<file path="src/rtl/dualcfg_pkg.sv">
package dualcfg_pkg;

    typedef enum logic [3:0] {
        I_IDCODE,
        I_USER,
        I_PRG_A,
        I_PRG_B,
        I_VER_A,
        I_VER_B,
        I_ERA_A,
        I_ERA_B,
        I_CAL,
        I_BYPASS
    } instr_e;

    typedef enum logic [1:0] {
        OP_NONE,
        OP_PROG,
        OP_ERASE,
        OP_CAL
    } op_e;

endpackage

</file>
<file path="src/rtl/dualcfg_ir.sv">
module dualcfg_ir
    import dualcfg_pkg::*;
#(
    parameter int unsigned     IR_W       = 8,
    parameter logic [IR_W-1:0] OPC_IDCODE = 8'h01,
    parameter logic [IR_W-1:0] OPC_USER   = 8'h0A,
    parameter logic [IR_W-1:0] OPC_PRG_A  = 8'h0B,
    parameter logic [IR_W-1:0] OPC_PRG_B  = 8'h0C,
    parameter logic [IR_W-1:0] OPC_VER_A  = 8'h0D,
    parameter logic [IR_W-1:0] OPC_VER_B  = 8'h0E,
    parameter logic [IR_W-1:0] OPC_ERA_A  = 8'h10,
    parameter logic [IR_W-1:0] OPC_ERA_B  = 8'h11,
    parameter logic [IR_W-1:0] OPC_CAL    = 8'h12
) (
    input  logic            clk,
    input  logic            rst_n,
    input  logic            tlr_i,
    input  logic            update_ir_i,
    input  logic [IR_W-1:0] ir_i,
    output instr_e          instr_o
);

    typedef struct packed {
        instr_e instr;
    } ir_state_t;

    ir_state_t s_d, s_q;

    function automatic instr_e decode(input logic [IR_W-1:0] code);
        if (code == OPC_IDCODE) return I_IDCODE;
        if (code == OPC_USER)   return I_USER;
        if (code == OPC_PRG_A)  return I_PRG_A;
        if (code == OPC_PRG_B)  return I_PRG_B;
        if (code == OPC_VER_A)  return I_VER_A;
        if (code == OPC_VER_B)  return I_VER_B;
        if (code == OPC_ERA_A)  return I_ERA_A;
        if (code == OPC_ERA_B)  return I_ERA_B;
        if (code == OPC_CAL)    return I_CAL;
        return I_BYPASS;
    endfunction

    always_comb begin
        s_d = s_q;
        if (tlr_i) begin
            s_d.instr = I_IDCODE;
        end else if (update_ir_i) begin
            s_d.instr = decode(ir_i);
        end
    end

    always_ff @(posedge clk or negedge rst_n) begin
        if (!rst_n) begin
            s_q <= '{instr: I_IDCODE};
        end else begin
            s_q <= s_d;
        end
    end

    assign instr_o = s_q.instr;

endmodule

</file>
<file path="src/rtl/dualcfg_dr.sv">
module dualcfg_dr
    import dualcfg_pkg::*;
#(
    parameter int unsigned      UR_W   = 96,
    parameter int unsigned      ID_W   = 32,
    parameter logic [ID_W-1:0]  ID_VAL = 32'h0012_1087
) (
    input  logic            clk,
    input  logic            rst_n,
    input  instr_e          instr_i,
    input  logic            capture_dr_i,
    input  logic            shift_dr_i,
    input  logic            tdi_i,
    input  logic            load_en_i,
    input  logic [UR_W-1:0] load_data_i,
    output logic [UR_W-1:0] user_o,
    output logic            tdo_o
);

    typedef struct packed {
        logic [UR_W-1:0] user;
        logic [ID_W-1:0] idsr;
        logic            byp;
    } dr_state_t;

    dr_state_t s_d, s_q;

    always_comb begin
        s_d = s_q;
        if (load_en_i) begin
            s_d.user = load_data_i;
        end else begin
            case (instr_i)
                I_USER: begin
                    // capture keeps the contents so a verify result survives
                    if (shift_dr_i) s_d.user = {tdi_i, s_q.user[UR_W-1:1]};
                end
                I_IDCODE: begin
                    if (capture_dr_i)    s_d.idsr = ID_VAL;
                    else if (shift_dr_i) s_d.idsr = {tdi_i, s_q.idsr[ID_W-1:1]};
                end
                default: begin
                    if (capture_dr_i)    s_d.byp = 1'b0;
                    else if (shift_dr_i) s_d.byp = tdi_i;
                end
            endcase
        end
    end

    always_ff @(posedge clk or negedge rst_n) begin
        if (!rst_n) begin
            s_q <= '{user: '0, idsr: ID_VAL, byp: 1'b0};
        end else begin
            s_q <= s_d;
        end
    end

    always_comb begin
        case (instr_i)
            I_USER:   tdo_o = s_q.user[0];
            I_IDCODE: tdo_o = s_q.idsr[0];
            default:  tdo_o = s_q.byp;
        endcase
    end

    assign user_o = s_q.user;

endmodule

</file>
<file path="src/rtl/dualcfg_seq.sv">
module dualcfg_seq
    import dualcfg_pkg::*;
#(
    parameter int unsigned UR_W      = 96,
    parameter int unsigned CAP_W     = 48,
    parameter int unsigned ABSEL_BIT = 94,
    parameter int unsigned PROG_CYC  = 20,
    parameter int unsigned ERASE_CYC = 30,
    parameter int unsigned CAL_CYC   = 40
) (
    input  logic             clk,
    input  logic             rst_n,
    input  instr_e           instr_i,
    input  logic             rti_entry_i,
    input  logic [UR_W-1:0]  user_i,
    output logic             load_en_o,
    output logic [UR_W-1:0]  load_data_o,
    output logic             busy_o,
    output logic             force_ref_o,
    output logic [UR_W-1:0]  store_a_o,
    output logic [CAP_W-1:0] store_b_o
);

    localparam int unsigned MAX_PE  = (PROG_CYC > ERASE_CYC) ? PROG_CYC : ERASE_CYC;
    localparam int unsigned MAX_CYC = (MAX_PE > CAL_CYC) ? MAX_PE : CAL_CYC;
    localparam int unsigned CNT_W   = $clog2(MAX_CYC + 1);

    typedef struct packed {
        logic [UR_W-1:0]  store_a;
        logic [CAP_W-1:0] store_b;
        logic [CNT_W-1:0] cnt;
        op_e              op;
    } seq_state_t;

    seq_state_t s_d, s_q;
    logic       idle;
    logic       absel;

    assign idle  = (s_q.cnt == '0);
    assign absel = s_q.store_a[ABSEL_BIT];

    always_comb begin
        s_d = s_q;
        if (!idle) begin
            s_d.cnt = s_q.cnt - CNT_W'(1);
            if (s_q.cnt == CNT_W'(1)) s_d.op = OP_NONE;
        end
        if (rti_entry_i && idle) begin
            case (instr_i)
                I_PRG_A: begin
                    s_d.store_a = s_q.store_a | user_i;
                    s_d.cnt     = CNT_W'(PROG_CYC);
                    s_d.op      = OP_PROG;
                end
                I_PRG_B: begin
                    s_d.store_b = s_q.store_b | user_i[CAP_W-1:0];
                    s_d.cnt     = CNT_W'(PROG_CYC);
                    s_d.op      = OP_PROG;
                end
                I_ERA_A: begin
                    s_d.store_a = '0;
                    s_d.cnt     = CNT_W'(ERASE_CYC);
                    s_d.op      = OP_ERASE;
                end
                I_ERA_B: begin
                    s_d.store_b = '0;
                    s_d.cnt     = CNT_W'(ERASE_CYC);
                    s_d.op      = OP_ERASE;
                end
                I_CAL: begin
                    s_d.cnt = CNT_W'(CAL_CYC);
                    s_d.op  = OP_CAL;
                end
                default: ;
            endcase
        end
    end

    always_ff @(posedge clk or negedge rst_n) begin
        if (!rst_n) begin
            s_q <= '{store_a: '0, store_b: '0, cnt: '0, op: OP_NONE};
        end else begin
            s_q <= s_d;
        end
    end

    always_comb begin
        load_en_o   = rti_entry_i && idle &&
                      ((instr_i == I_VER_A) || (instr_i == I_VER_B));
        load_data_o = '0;
        if (instr_i == I_VER_A) begin
            if (!absel) load_data_o = s_q.store_a;
        end else begin
            load_data_o = {{(UR_W-CAP_W){1'b0}}, s_q.store_b};
        end
    end

    assign busy_o      = !idle;
    assign force_ref_o = !idle && ((s_q.op == OP_ERASE) || (s_q.op == OP_CAL));
    assign store_a_o   = s_q.store_a;
    assign store_b_o   = s_q.store_b;

endmodule

</file>
<file path="src/rtl/dualcfg_ctrl.sv">
module dualcfg_ctrl
    import dualcfg_pkg::*;
#(
    parameter int unsigned     IR_W       = 8,
    parameter int unsigned     UR_W       = 96,
    parameter int unsigned     CAP_W      = 48,
    parameter int unsigned     ABSEL_BIT  = 94,
    parameter int unsigned     PROG_CYC   = 20,
    parameter int unsigned     ERASE_CYC  = 30,
    parameter int unsigned     CAL_CYC    = 40,
    parameter logic [3:0]      VERSION    = 4'h0,
    parameter logic [15:0]     PART_NUM   = 16'h0121,
    parameter logic [10:0]     MFR_CODE   = 11'h043,
    parameter logic [IR_W-1:0] OPC_IDCODE = 8'h01,
    parameter logic [IR_W-1:0] OPC_USER   = 8'h0A,
    parameter logic [IR_W-1:0] OPC_PRG_A  = 8'h0B,
    parameter logic [IR_W-1:0] OPC_PRG_B  = 8'h0C,
    parameter logic [IR_W-1:0] OPC_VER_A  = 8'h0D,
    parameter logic [IR_W-1:0] OPC_VER_B  = 8'h0E,
    parameter logic [IR_W-1:0] OPC_ERA_A  = 8'h10,
    parameter logic [IR_W-1:0] OPC_ERA_B  = 8'h11,
    parameter logic [IR_W-1:0] OPC_CAL    = 8'h12
) (
    input  logic            clk,
    input  logic            rst_n,
    input  logic            tlr_i,
    input  logic            update_ir_i,
    input  logic [IR_W-1:0] ir_i,
    input  logic            capture_dr_i,
    input  logic            shift_dr_i,
    input  logic            rti_entry_i,
    input  logic            tdi_i,
    output logic            tdo_o,
    output logic            busy_o,
    output logic            force_ref_o
);

    localparam int unsigned ID_W   = 32;
    localparam logic [ID_W-1:0] ID_VAL = {VERSION, PART_NUM, MFR_CODE, 1'b1};

    instr_e           instr_w;
    logic             load_en_w;
    logic [UR_W-1:0]  load_data_w;
    logic [UR_W-1:0]  user_w;
    logic [UR_W-1:0]  store_a_w;
    logic [CAP_W-1:0] store_b_w;

    dualcfg_ir #(
        .IR_W(IR_W), .OPC_IDCODE(OPC_IDCODE), .OPC_USER(OPC_USER),
        .OPC_PRG_A(OPC_PRG_A), .OPC_PRG_B(OPC_PRG_B),
        .OPC_VER_A(OPC_VER_A), .OPC_VER_B(OPC_VER_B),
        .OPC_ERA_A(OPC_ERA_A), .OPC_ERA_B(OPC_ERA_B), .OPC_CAL(OPC_CAL)
    ) ir_u (
        .clk(clk), .rst_n(rst_n), .tlr_i(tlr_i), .update_ir_i(update_ir_i),
        .ir_i(ir_i), .instr_o(instr_w)
    );

    dualcfg_dr #(.UR_W(UR_W), .ID_W(ID_W), .ID_VAL(ID_VAL)) dr_u (
        .clk(clk), .rst_n(rst_n), .instr_i(instr_w),
        .capture_dr_i(capture_dr_i), .shift_dr_i(shift_dr_i), .tdi_i(tdi_i),
        .load_en_i(load_en_w), .load_data_i(load_data_w),
        .user_o(user_w), .tdo_o(tdo_o)
    );

    dualcfg_seq #(
        .UR_W(UR_W), .CAP_W(CAP_W), .ABSEL_BIT(ABSEL_BIT),
        .PROG_CYC(PROG_CYC), .ERASE_CYC(ERASE_CYC), .CAL_CYC(CAL_CYC)
    ) seq_u (
        .clk(clk), .rst_n(rst_n), .instr_i(instr_w), .rti_entry_i(rti_entry_i),
        .user_i(user_w), .load_en_o(load_en_w), .load_data_o(load_data_w),
        .busy_o(busy_o), .force_ref_o(force_ref_o),
        .store_a_o(store_a_w), .store_b_o(store_b_w)
    );

endmodule

</file>
<file path="config.mk">
export PLATFORM = sky130hd
export DESIGN_NAME = dualcfg_ctrl
export DESIGN_NICKNAME = d
export VERILOG_FILES = /design/src/rtl/dualcfg_pkg.sv /design/src/rtl/dualcfg_ir.sv /design/src/rtl/dualcfg_dr.sv /design/src/rtl/dualcfg_seq.sv /design/src/rtl/dualcfg_ctrl.sv
export SDC_FILE = /design/constraint.sdc
export NUM_CORES = 1
export LEC_CHECK = 0
export ABC_AREA = 0
export BUFFER_PORTS_ARGS = -buffer_cell sky130_fd_sc_hd__buf_2
export CELL_PAD_IN_SITES_DETAIL_PLACEMENT = 1
export CELL_PAD_IN_SITES_GLOBAL_PLACEMENT = 1
export CORE_ASPECT_RATIO = 0.8
export CORE_MARGIN = 2
export CORE_UTILIZATION = 45
export DETAILED_ROUTE_END_ITERATION = 6
export HOLD_SLACK_MARGIN = 0.15
export PLACE_DENSITY_LB_ADDON = 0.1
export SLEW_MARGIN = 20
export SYNTH_ARGS = -nofsm -noshare
export SYNTH_HDL_FRONTEND = slang
export SYNTH_SLANG_ARGS = --single-unit
</file>
<file path="constraint.sdc">
create_clock -name clk -period 2.05 [get_ports clk]
set_input_delay 0.3075 -clock clk [delete_from_list [all_inputs] [get_ports clk]]
set_output_delay 0.3075 -clock clk [all_outputs]
set_load 0.005 [all_outputs]
</file>
==> results list <==
* Status: finished clean
- After synthesis the cells add up to 11900 um^2.
- Unrepaired setup endpoints after global routing: yes
* Buffer levels on the longest clock path: 3
- Global placer's final weighted congestion: 0.747
- The filler cells instantiated in the layout total 2808.
* Clock Latency Late Sink: 530 ps
- Horizontal die dimension: 186 um
- Most repeated cell in the gate-level netlist after synthesis: sky130_fd_sc_hd__dfrtp_1
- Entering global routing, the biggest net connects 65 pins.
- Portion of synthesized cell area occupied by the leading cell type: 0.584
* Cell area after layout: 14500 um^2
- Leak: 6.72 nW
- Before antenna repair, the detailed router went through 5 iterations.
* Sinks on Clock Net: 284
- Maximum clock frequency: 0.488 GHz
* Fraction of final layout cells sized beyond drive strength 1: 0.167
* Sequential-to-total area share from yosys stat: 0.600
- For this configuration, the core starts out at a cell density of 0.454.
* Post-layout minimum cycle time: 2050 ps
* Count of placed standard cells including taps: 1503
- In the final routed layout, each cell accounts on average for 19.7 um.
* Antenna fix cells: 0
- For the pin with the worst max-slew slack, the measured transition is 442 ps.
- Measured against its own limit, the worst slew margin works out to 0.701.
- Maximum vdd drop: 0.602 mV
- Clock tree from TritonCTS: built
* Number of buffers added on ports: 18
* Start-to-end type of the worst setup path: flip-flop to flip-flop
- The number of max-slew violations in the final report is 0.
- Vias in the first global route: 9362
- The placed instances occupy a cell area of 12700 um^2.
- Critical Path Slowest Stage Cell: sky130_fd_sc_hd__or4b_4
- In this run, the number of DRC markers left after iteration 0 of detailed routing was 608.
* Post-route worst setup slack: 0.145 ps
- After detailed routing, the number of vias per cell comes to 5.64.
* Post-synthesis cell type with the largest combined area: sky130_fd_sc_hd__dfrtp_1
- Asr flop ratio synth: 1.00
- Setup violations remaining at the end of the flow were counted as 0.
* Die span in y: 149 um
- Dominant cells by area after synthesis: sky130_fd_sc_hd__dfrtp_1 58%, sky130_fd_sc_hd__a21oi_1 6.3%, sky130_fd_sc_hd__nor2_1 5.1%
- Clock Tree Root: sky130_fd_sc_hd__clkbuf_16
- Top cell types by occurrence after synthesis: 277 x sky130_fd_sc_hd__dfrtp_1, 161 x sky130_fd_sc_hd__nor2_1, 149 x sky130_fd_sc_hd__a21oi_1
- For the final routed database, the setup TNS stands at 0 ps.
* Seq cells post-synth: 284
- On the final layout, the worst clock skew is 7.45 ps.
- The number of antenna violations at the first check in global routing was 0.
* Number of nets in the synthesized netlist: 1182
- Clock-pin slew was measured on the worst setup and hold paths at 60 ps.
- The first global-routing pass estimated 50400 um of wire.
- The worst setup path is launched from a flip-flop.
* Final total power: 0.0140 W
* Die area: 27700 um^2
- Number of unique standard cell types used by synthesis: 48
- The cell count after synthesis came out at 1164.
* Total overflow reported by the global router: 0
- The count of nets left with antenna violations once routing finished came out at 0.
- For this design the ratio of total power to cell area is 960 nW/um^2.
- Vias after detailed routing: 8988
- Floorplan row count: 53
* Maximum single-stage delay on the critical path: 560 ps
- STA classifies the critical path endpoint as a flip-flop.
- Post-synth EDFFs: 0
- For this run, design rule violations remaining after detail routing come to 0.
* Area occupied by registers: 7120 um^2
- In the global route stage, overall resource usage came out at 0.224.
- The signal on the critical path passes through or4b_4 -> or3_2 -> buf_12 -> nand2_1 -> o21ai_0.
- The count of cells in the finished layout, fillers not included, comes to 1593.
* Worst endpoint data arrival time: 2460 ps
- Depth of the CTS H-tree: 1
* Yosys warnings: 0
- The final layout contains routed wiring with a total length of 31300 um.
- In the finished design, the share of the clock period the worst path needs comes to 1.00.
- Number of nets in the finished design: 1233
* Mean cell area of the mapped netlist: 10.2 um^2
- Placement Setup Slack: -97.3 ps
* Num CTS Buffers: 29
* Area of combinational cells with multiple inputs: 4500 um^2
- Worst min-delay path class: input pin to flip-flop
* Final HPWL from detailed placement: 16500 um
- Area growth from synthesis to final layout: 22.5%
- Main flop type after synthesis: sky130_fd_sc_hd__dfrtp_1
- Max Cap Viol: 0
- The region available for standard cell placement spans 26100 um^2.
- Maximum fanout along the worst path: 56
- The total count of hold-check failures in the final report is 0.
- STA puts the critical path data required time at 2460 ps.
* Number of primary I/O pins: 19
==> flip-flops by register name, summed over array words and instances (netlist names) <==
signal,flops
dr_u.user_o,96
seq_u.store_a_o,96
seq_u.store_b_o,48
dr_u.s_q,33
seq_u.s_q,7
ir_u.instr_o,4
==> per-layer routing <==
metal	routed length (um)	GRT usage	vias up
met5	0	0	-
met4	368	0.0354	0
met3	1190	0.0286	30
met2	14400	0.358	152
met1	15300	0.333	4635
li1	-	-	4171
==> cells in the final DEF, fill, tap and decap left out, types with 3 or more instances in the layout <==
cell type and n:
sky130_fd_sc_hd__dfrtp_1 275, sky130_fd_sc_hd__nor2_1 161, sky130_fd_sc_hd__a21oi_1 123, sky130_fd_sc_hd__nand2_1 116, sky130_fd_sc_hd__o21ai_0 92, sky130_fd_sc_hd__a22oi_1 78
sky130_fd_sc_hd__clkbuf_16 40, sky130_fd_sc_hd__mux2i_1 32, sky130_fd_sc_hd__buf_4 31, sky130_fd_sc_hd__nand2b_1 29, sky130_fd_sc_hd__buf_12 27, sky130_fd_sc_hd__o21ai_1 25
sky130_fd_sc_hd__a21oi_2 21, sky130_fd_sc_hd__buf_2 15, sky130_fd_sc_hd__inv_1 14, sky130_fd_sc_hd__buf_6 13, sky130_fd_sc_hd__a31oi_1 11, sky130_fd_sc_hd__o311a_1 9
sky130_fd_sc_hd__a22o_1 8, sky130_fd_sc_hd__a221o_1 8, sky130_fd_sc_hd__dlygate4sd3_1 8, sky130_fd_sc_hd__clkinv_2 7, sky130_fd_sc_hd__clkbuf_1 7, sky130_fd_sc_hd__dfstp_2 7
sky130_fd_sc_hd__a21oi_4 5, sky130_fd_sc_hd__nor4_4 5, sky130_fd_sc_hd__clkbuf_8 5, sky130_fd_sc_hd__nor3_1 4, sky130_fd_sc_hd__or3_1 4, sky130_fd_sc_hd__bufinv_16 4
sky130_fd_sc_hd__o31ai_1 3, sky130_fd_sc_hd__nor3_4 3, sky130_fd_sc_hd__nor4b_1 3, sky130_fd_sc_hd__nand3_1 3
==> final cells by class <==
| cell class | instances | share of cell area |
|---|---|---|
| Multi-Input combinational cell | 775 | 0.309 |
| Timing Repair Buffer | 109 | 0.0991 |
| Clock buffer | 41 | 0.0565 |
| Inverter | 16 | 0.00413 |
| Clock inverter | 11 | 0.0107 |
| Tap cell | 357 | 0.0307 |
| Sequential cell | 284 | 0.490 |
==> power breakdown <==
group / internal, W / leakage, nW / switching, W
logic: 0.000838 / 2.34 / 0.000878
clock network: 0.00327 / 0.485 / 0.00217
registers: 0.00620 / 3.89 / 0.000602
==> kinds of logic after synthesis <==
group,share of synthesized area
adder cells (fa/ha/maj),0.00211
AO/OA/AOI/OAI,0.193
AND/OR/NAND/NOR,0.132
buffers and inverters,0.0416
flip-flops,0.600
multiplexers,0.0289
XOR/XNOR,0.00295
==> path summary, 6_finish.rpt <==
kind | endpoint | slack (ps) | startpoint | depth (start not counted)
hold reg to reg | dr_u.s_q[3]$_DFFE_PN1P_ | 480 | dr_u.s_q[3]$_DFFE_PN1P_ | 2
setup / recovery | dr_u.user_o[65]$_DFFE_PN0P_ | 0.1 | seq_u.s_q[6]$_DFF_PN0_ | 5
hold / removal | ir_u.instr_o[3]$_DFFE_PN0P_ | 200 | ir_i[4] | 3
max in group asynchronous | dr_u.s_q[8]$_DFFE_PN1P_ | 1140 | rst_n | 3
min in group asynchronous | seq_u.store_b_o[4]$_DFFE_PN0P_ | 250 | rst_n | 2
setup reg to reg | dr_u.user_o[65]$_DFFE_PN0P_ | 0.1 | seq_u.s_q[6]$_DFF_PN0_ | 5
==> metrics by stage <==
step	hold WS, ps	utilization
2_1_floorplan	11.9	-
3_3_place_gp	217	0.488
3_5_place_dp	215	0.488
4_1_cts	162	0.537
5_1_grt	229	0.556
6_report	197	0.556
==> timing repair <==
item / CTS / global route
gates resized for setup: 17 / 54
endpoints found under the hold margin: 284 / 0
pin swaps: 3 / 52
endpoints found under the setup margin: 127 / 175
setup buffers: 12 / 7
hold buffers: 8 / 0
cloned: 2 / 11
==> critical path: cells and delay by family, from the launching register on <==
family / cells / cell delay (ps)
compound gates: 1 / 80
buf+inv: 1 / 200
simple gates: 3 / 1170
flops: 1 / 400
Note: power is estimated with default switching activity, not from simulation.
